**src/rtl/fwuart_tx.sv**
```systemverilog
module fwuart_tx #(
  parameter int DIV_W       = 16,
  parameter int DEPTH       = 8,
  parameter int FS_DIV      = 12,
  parameter int READY_TICKS = 2
) (
  input  logic             clk,
  input  logic             rst_n,
  input  logic             en,
  input  logic [DIV_W-1:0] div,
  input  logic             wr_en,
  input  logic [7:0]       wr_data,
  input  logic             err_clr,
  output logic             full,
  output logic             hold_empty,
  output logic             busy,
  output logic             txd,
  output logic             ovf,
  output logic             unf
);
  localparam int PW = DIV_W + 1;
  localparam int AW = $clog2(DEPTH);
  localparam int FW = $clog2(FS_DIV + 1);
  localparam int RW = $clog2(READY_TICKS + 1);
  localparam int WORD_W = 11;

  logic [PW-1:0]     pre;
  logic [RW-1:0]     rdy;
  logic [FW-1:0]     fcnt;
  logic [WORD_W-1:0] sh;
  logic [3:0]        bcnt;
  logic [7:0]        mem [DEPTH];
  logic [AW:0]       wp, rp;

  wire [PW-1:0] lim   = {div, 1'b1};
  wire          tick  = en && (pre == lim);
  wire          ready = (rdy == RW'(READY_TICKS));
  wire          fsync = tick && ready && (fcnt == FW'(FS_DIV));
  wire          push  = wr_en && !full;
  wire          pop   = fsync && !hold_empty;

  assign hold_empty = (wp == rp);
  assign full       = (wp[AW-1:0] == rp[AW-1:0]) && (wp[AW] != rp[AW]);
  assign busy       = (bcnt != 4'd0);
  assign txd        = busy ? sh[0] : 1'b1;

  always_ff @(posedge clk or negedge rst_n)
    if (!rst_n) begin
      pre  <= '0;
      rdy  <= '0;
      fcnt <= '0;
    end else if (!en) begin
      pre  <= '0;
      rdy  <= '0;
      fcnt <= '0;
    end else begin
      pre <= tick ? '0 : pre + 1'b1;
      if (tick) begin
        if (!ready)     rdy  <= rdy + 1'b1;
        else if (fsync) fcnt <= '0;
        else            fcnt <= fcnt + 1'b1;
      end
    end

  always_ff @(posedge clk or negedge rst_n)
    if (!rst_n) begin
      sh   <= '1;
      bcnt <= '0;
    end else if (!en) begin
      bcnt <= '0;
    end else if (pop) begin
      sh   <= {1'b1, mem[rp[AW-1:0]], 1'b0, 1'b1};
      bcnt <= 4'(WORD_W);
    end else if (tick && busy) begin
      sh   <= {1'b1, sh[WORD_W-1:1]};
      bcnt <= bcnt - 1'b1;
    end

  always_ff @(posedge clk)
    if (push) mem[wp[AW-1:0]] <= wr_data;

  always_ff @(posedge clk or negedge rst_n)
    if (!rst_n) begin
      wp <= '0;
      rp <= '0;
    end else begin
      if (push) wp <= wp + 1'b1;
      if (pop)  rp <= rp + 1'b1;
    end

  always_ff @(posedge clk or negedge rst_n)
    if (!rst_n) begin
      ovf <= 1'b0;
      unf <= 1'b0;
    end else begin
      ovf <= (ovf && !err_clr) || (wr_en && full);
      unf <= (unf && !err_clr) || (fsync && hold_empty);
    end
endmodule


```
**config.mk**
```make
export PLATFORM = sky130hd
export DESIGN_NAME = fwuart_tx
export DESIGN_NICKNAME = d
export VERILOG_FILES = /design/src/rtl/fwuart_tx.sv
export SDC_FILE = /design/constraint.sdc
export NUM_CORES = 1
export LEC_CHECK = 0
export ABC_AREA = 1
export BUFFER_PORTS_ARGS = -buffer_cell sky130_fd_sc_hd__clkbuf_2
export CORE_UTILIZATION = 40
export DETAILED_ROUTE_END_ITERATION = 10
export GPL_ROUTABILITY_DRIVEN = 0
export PLACE_DENSITY = 0.62
export SYNTH_ARGS = -nofsm -noshare
export SYNTH_HDL_FRONTEND = slang
export SYNTH_SLANG_ARGS = --single-unit
```
**constraint.sdc**
```tcl
create_clock -name clk -period 2 [get_ports clk]
set_input_delay 0.2 -clock clk [delete_from_list [all_inputs] [get_ports clk]]
set_output_delay 0.2 -clock clk [all_outputs]
set_load 0.02 [all_outputs]
```
# Word level (Yosys, flattened, before mapping)
# Memories as Yosys holds them, arrays and structs flattened.
# Cells that the tools add are included.
# op_classes
n_eq_ne,10
mux,17
multipliers,0
div_mod_pow,0
magnitude_cmp,0
reduce_logical,21
addsub,6
shifts,0
bitwise,0
# ops
op,count
17-bit two-way mux,2
4-bit two-way mux,7
11-bit two-way mux,2
17-bit by 1-bit adder with 17-bit output (second input constant),1
17-bit == test,1
4-bit by 1-bit adder with 4-bit output (second input constant),3
1-bit logical AND,11
2-bit two-way mux,3
2-bit AND reduction,3
4-bit == test,1
4-bit == test (second input constant),1
2-bit by 1-bit != test with 1-bit output (second input constant),2
4-bit nonzero test,1
4-bit by 1-bit subtractor with 4-bit output (second input constant),1
3-bit == test,1
1-bit zero test,3
1-bit two-way mux,3
3-bit by 1-bit != test with 1-bit output (second input constant),1
2-bit by 1-bit adder with 2-bit output (second input constant),1
2-bit == test (second input constant),1
1-bit logical OR,2
2-bit != test (second input constant),1
2-bit nonzero test,1
1-bit != test,1
# word_totals
mem_bits_rw,64
ff_bits,48
mem_count,1
out_inout_bits,6
elab_cells,64
mem_bits_ro,0
inputBits,29
latch_bits,0
# memory_table
memory,words,width,read_ports,rd_ports_with_merged_regs,write_ports,line,text
mem,8,8,1,0,1,32,logic [7:0] mem [DEPTH];

# Longest topological paths before layout
# logic_depth
word_depth,8
ltp_mapped,13
mapped_depth_nobuf,13

# Least setup slack after synthesis
# OpenSTA, ideal clock, no wires.
# synth_path
path_type,register to register
start,reg rp[0]
end,"mem mem[0][0], enable pin"
period_less_slack_ps,1944
setup_ps,370
n_path_buf,1
setup_slack_ps,56
required_ps,1630
path_stages_with_launch,9
arrival_ps,1574
path_cell_list,dfrtp_1 > buf_2 > xnor2_1 > nand3_1 > a21oi_2 > nand2_1 > nand2_1 > or2_2 > nor2_1
# synth_via
elab_chain_cells,6
# synth_rtl
item,line,text
"start, declared",33,"logic [AW:0] wp, rp;"
"start signal, assigned",88,if (pop) rp <= rp + 1'b1;
3-bit == test,43,assign full = (wp[AW-1:0] == rp[AW-1:0]) && (wp[AW] != rp[AW]);
1-bit logical AND,43,
1-bit zero test,39,wire push = wr_en && !full;
1-bit logical AND,39,
1-bit two-way mux,80,if (push) mem[wp[AW-1:0]] <= wr_data;
1-bit two-way mux (not written as such),80,
"end, declared",32,
# Every way passes these cells.

# Final worst setup path
# layout_path
start,reg rp[0]
end,reg sh[5]
# layout_via
elab_chain_cells,5
word_cells_on_any_way,7
cone_classes,eq/ne: 1; mux: 1; reduce/logical: 4; memory: 1
# layout_rtl
item,line,text
4-bit == test,42,assign hold_empty = (wp == rp);
1-bit zero test,40,wire pop = fsync && !hold_empty;
1-bit logical AND,40,
2-bit nonzero test (no line),n/a,
2-bit AND reduction (no line),n/a,
"end signal, assigned",72,"sh <= {1'b1, mem[rp[AW-1:0]], 1'b0, 1'b1};"
"end signal, assigned",75,"sh <= {1'b1, sh[WORD_W-1:1]};"
"end, declared",30,logic [WORD_W-1:0] sh;
# Several ways; a longest one is shown, not always the timed one.
# A chain may end at the register's enable or synchronous reset.

==> impl_metrics.toml <==
[outcome]
status = "completed"

[clocking]
htreeDepth = 3
cts_tree = "yes"
cts_root_buffer = "clkbuf_16"
cts.sinks = 111
clkTransAtPathRegs_ns = 0.07
clock_latency_ns = 0.35
cts_max_path_buffers = 2
cts_buffers = 9

[grt]
grt_pass1_vias = 3625
use_met2_pct = 28.76
grt_start_max_net_pins = 25
grt_pass1_wl_um = 18120
antenna_found_initial = 0
top_usage_layer = "met2"
track_usage_pct = 17.90
grt_use_met3_pct = 4.068
overflow = 0
use_met1_pct = 24.25

[timing]
finalHoldViolCount = 0
clock.fmax_ghz = 0.5225
grt_setup_unrepaired = "yes"
setup_viol = 0
worst_pin_slew_ns = 0.5213
period_needed_ns = 1.914
final.setup.worst_slack_ns = 0.08600
post-route-period-util_pct = 95.70
fin_tns_setup_ns = 0
slew_violations = 0
relSlewSlack_pct = 65.24
skew_ns = 0.007842

[synth]
yosysWarningCount = 0
synth_cells = 560
synth_edf_count = 64
async_flop_share_pct = 42.34
yosysSeqAreaShare_pct = 58.95
ys.flop_type = "edfxtp_1"
avgSynthCellArea_um2 = 9.422
synthDistinctLibCells = 34
syn-cell-area_um2 = 5276
synth_seq_cells = 111
synth_fp_nets = 597

[finish]
fin_area_um2 = 6143
nets = 658
drive_gt1_share_pct = 19.49
final_util_pct = 48.29
final_cell_mix = "nand2_1 (115), inv_1 (69), nor2_1 (69)"
fill_cells = 1235
antenna_cells = 0
mostFrequentLayoutCell = "nand2_1"
area_growth_pct = 16.43

[drt]
dr.first_iter.drc_count = 340
first_pass_iters = 5
drc = 0
vias = 3919
vias_per_cell = 4.911
drt_wl_total_um = 11390
wl_per_cell_um = 14.27
antenna_left = 0

[power_and_ir_drop]
p_per_area_nw_per_um2 = 817.9
power.leakage_uw = 0.002596
ir_worst_vdd_mv = 0.6881
finalPower_uw = 5025

[flow_run]
drv_cap = 0

[floorplan]
die_w_um = 116.9
die_h_um = 116.9
io_pins = 35
start_util_pct = 41.47
die_area_um2 = 13650
row_count = 41
core-area_um2 = 12720

[placement]
dpl_worst_slack_ns = -0.03444
dpl.hpwl_um = 8042
place_area_um2 = 5749
port_buffers = 34

[worst_setup_path]
critical_path_peak_fanout = 24
critPathLaunchType = "flip-flop"
critPathKind = "flip-flop to flip-flop"
endpoint_kind = "flip-flop"
worstPathArrival_ns = 2.20
worstPathRequired_ns = 2.29

[min_path]
min_path_type = "input pin to flip-flop"
[cell families (layout without fill, tap and decap cells)]
logic type	count (synthesis)	in the layout	share of synthesized area, %
and+or+nand+nor	250	251	21.03
DFF	111	111	58.95
buffers and inverters	92	157	7.019
AOI/OAI and AO/OA	86	86	8.940
xor gates and xnor gates	13	13	2.158
adders and majority gates	8	8	1.897
[registers in the layout (all words and copies together), names as in the netlist]
| name | cells |
|---|---|
| mem | 64 |
| pre | 17 |
| sh | 10 |
| bcnt | 4 |
| fcnt | 4 |
| rp | 4 |
| wp | 4 |
| rdy | 2 |
| ovf | 1 |
| unf | 1 |
[worst max-delay path: stages, from the launching register on]
cell	delay, ns
dfrtp_1	0.38
buf_4	0.23
inv_1	0.07
buf_4	0.21
o21ai_0	0.23
o22ai_1	0.10
o21ai_0	0.33
nand4_1	0.14
nand3_1	0.10
nand2_1	0.05
[per-layer routing]
layer / up-vias / routed length (µm)
met5: - / 0
met4: 0 / 94
met3: 6 / 457
met2: 91 / 5416
met1: 1846 / 5417
li1: 1976 / -
[cell type report]
cell class	instances	area (µm²)	area share (%)
Clock buffer	9	225.2	3.666
Clock inverter	7	52.55	0.8554
Inverter	76	285.3	4.644
Multi-Input combinational cell	358	1849	30.10
Sequential cell	111	3110	50.63
Tap cell	172	215.2	3.503
Timing Repair Buffer	65	405.4	6.599
[where the power goes]
part           total, µW  internal (µW)  switching, µW  leakage, µW
clock network       1700            857            842     0.000133
logic                585            198            387      0.00129
registers           2740           2660           83.1      0.00118
[stage by stage]
stage                     hold WS [ns]  std cells
after floorplan               -0.09559        560
after global placement          0.2033        773
after detailed placement        0.2029        773
after CTS                      0.02385        790
after global routing           0.03629        798
final                          0.03637        798
[repair_timing]
action | CTS | global route
gates resized for setup | 2 | 12
setup endpoints to repair | 16 | 49
gates cloned | 0 | 1
hold buffers | 1 | 0
pin swaps | 0 | 1
hold endpoints to repair | 18 | 0
setup buffers | 0 | 7
[synth_stat cells, types with 6 or more instances]
cell type,n,area [µm²]
dfrtp_1,37,925.9
nor2_1,75,281.5
ha_1,8,100.1
o22ai_1,11,68.82
edfxtp_1,64,1922
nand4_1,13,81.33
nand3_1,21,105.1
inv_1,70,262.8
nor3_1,6,30.03
clkbuf_1,11,41.29
o21ai_0,52,260.3
nand2_1,116,435.4
xor2_1,9,78.83
dfstp_2,10,262.8
a21oi_1,10,50.05
o211ai_1,9,67.56
[path summary, 6_finish.rpt]
| kind | slack, ns | end | cells past startpoint | from |
|---|---|---|---|---|
| max | 0.09 | sh[5]$_DFFE_PN1P_ | 9 | rp[0]$_DFFE_PN0P_ |
| min | 0.04 | ovf$_DFF_PN0_ | 2 | err_clr |
| max reg2reg | 0.09 | sh[5]$_DFFE_PN1P_ | 9 | rp[0]$_DFFE_PN0P_ |
| min reg2reg | 0.47 | sh[2]$_DFFE_PN1P_ | 2 | sh[2]$_DFFE_PN1P_ |
| max in group asynchronous | 0.97 | sh[3]$_DFFE_PN1P_ | 3 | rst_n |
| min in group asynchronous | 0.34 | pre[13]$_DFF_PN0_ | 2 | rst_n |
No activity file was read; power rests on OpenSTA's default activity.
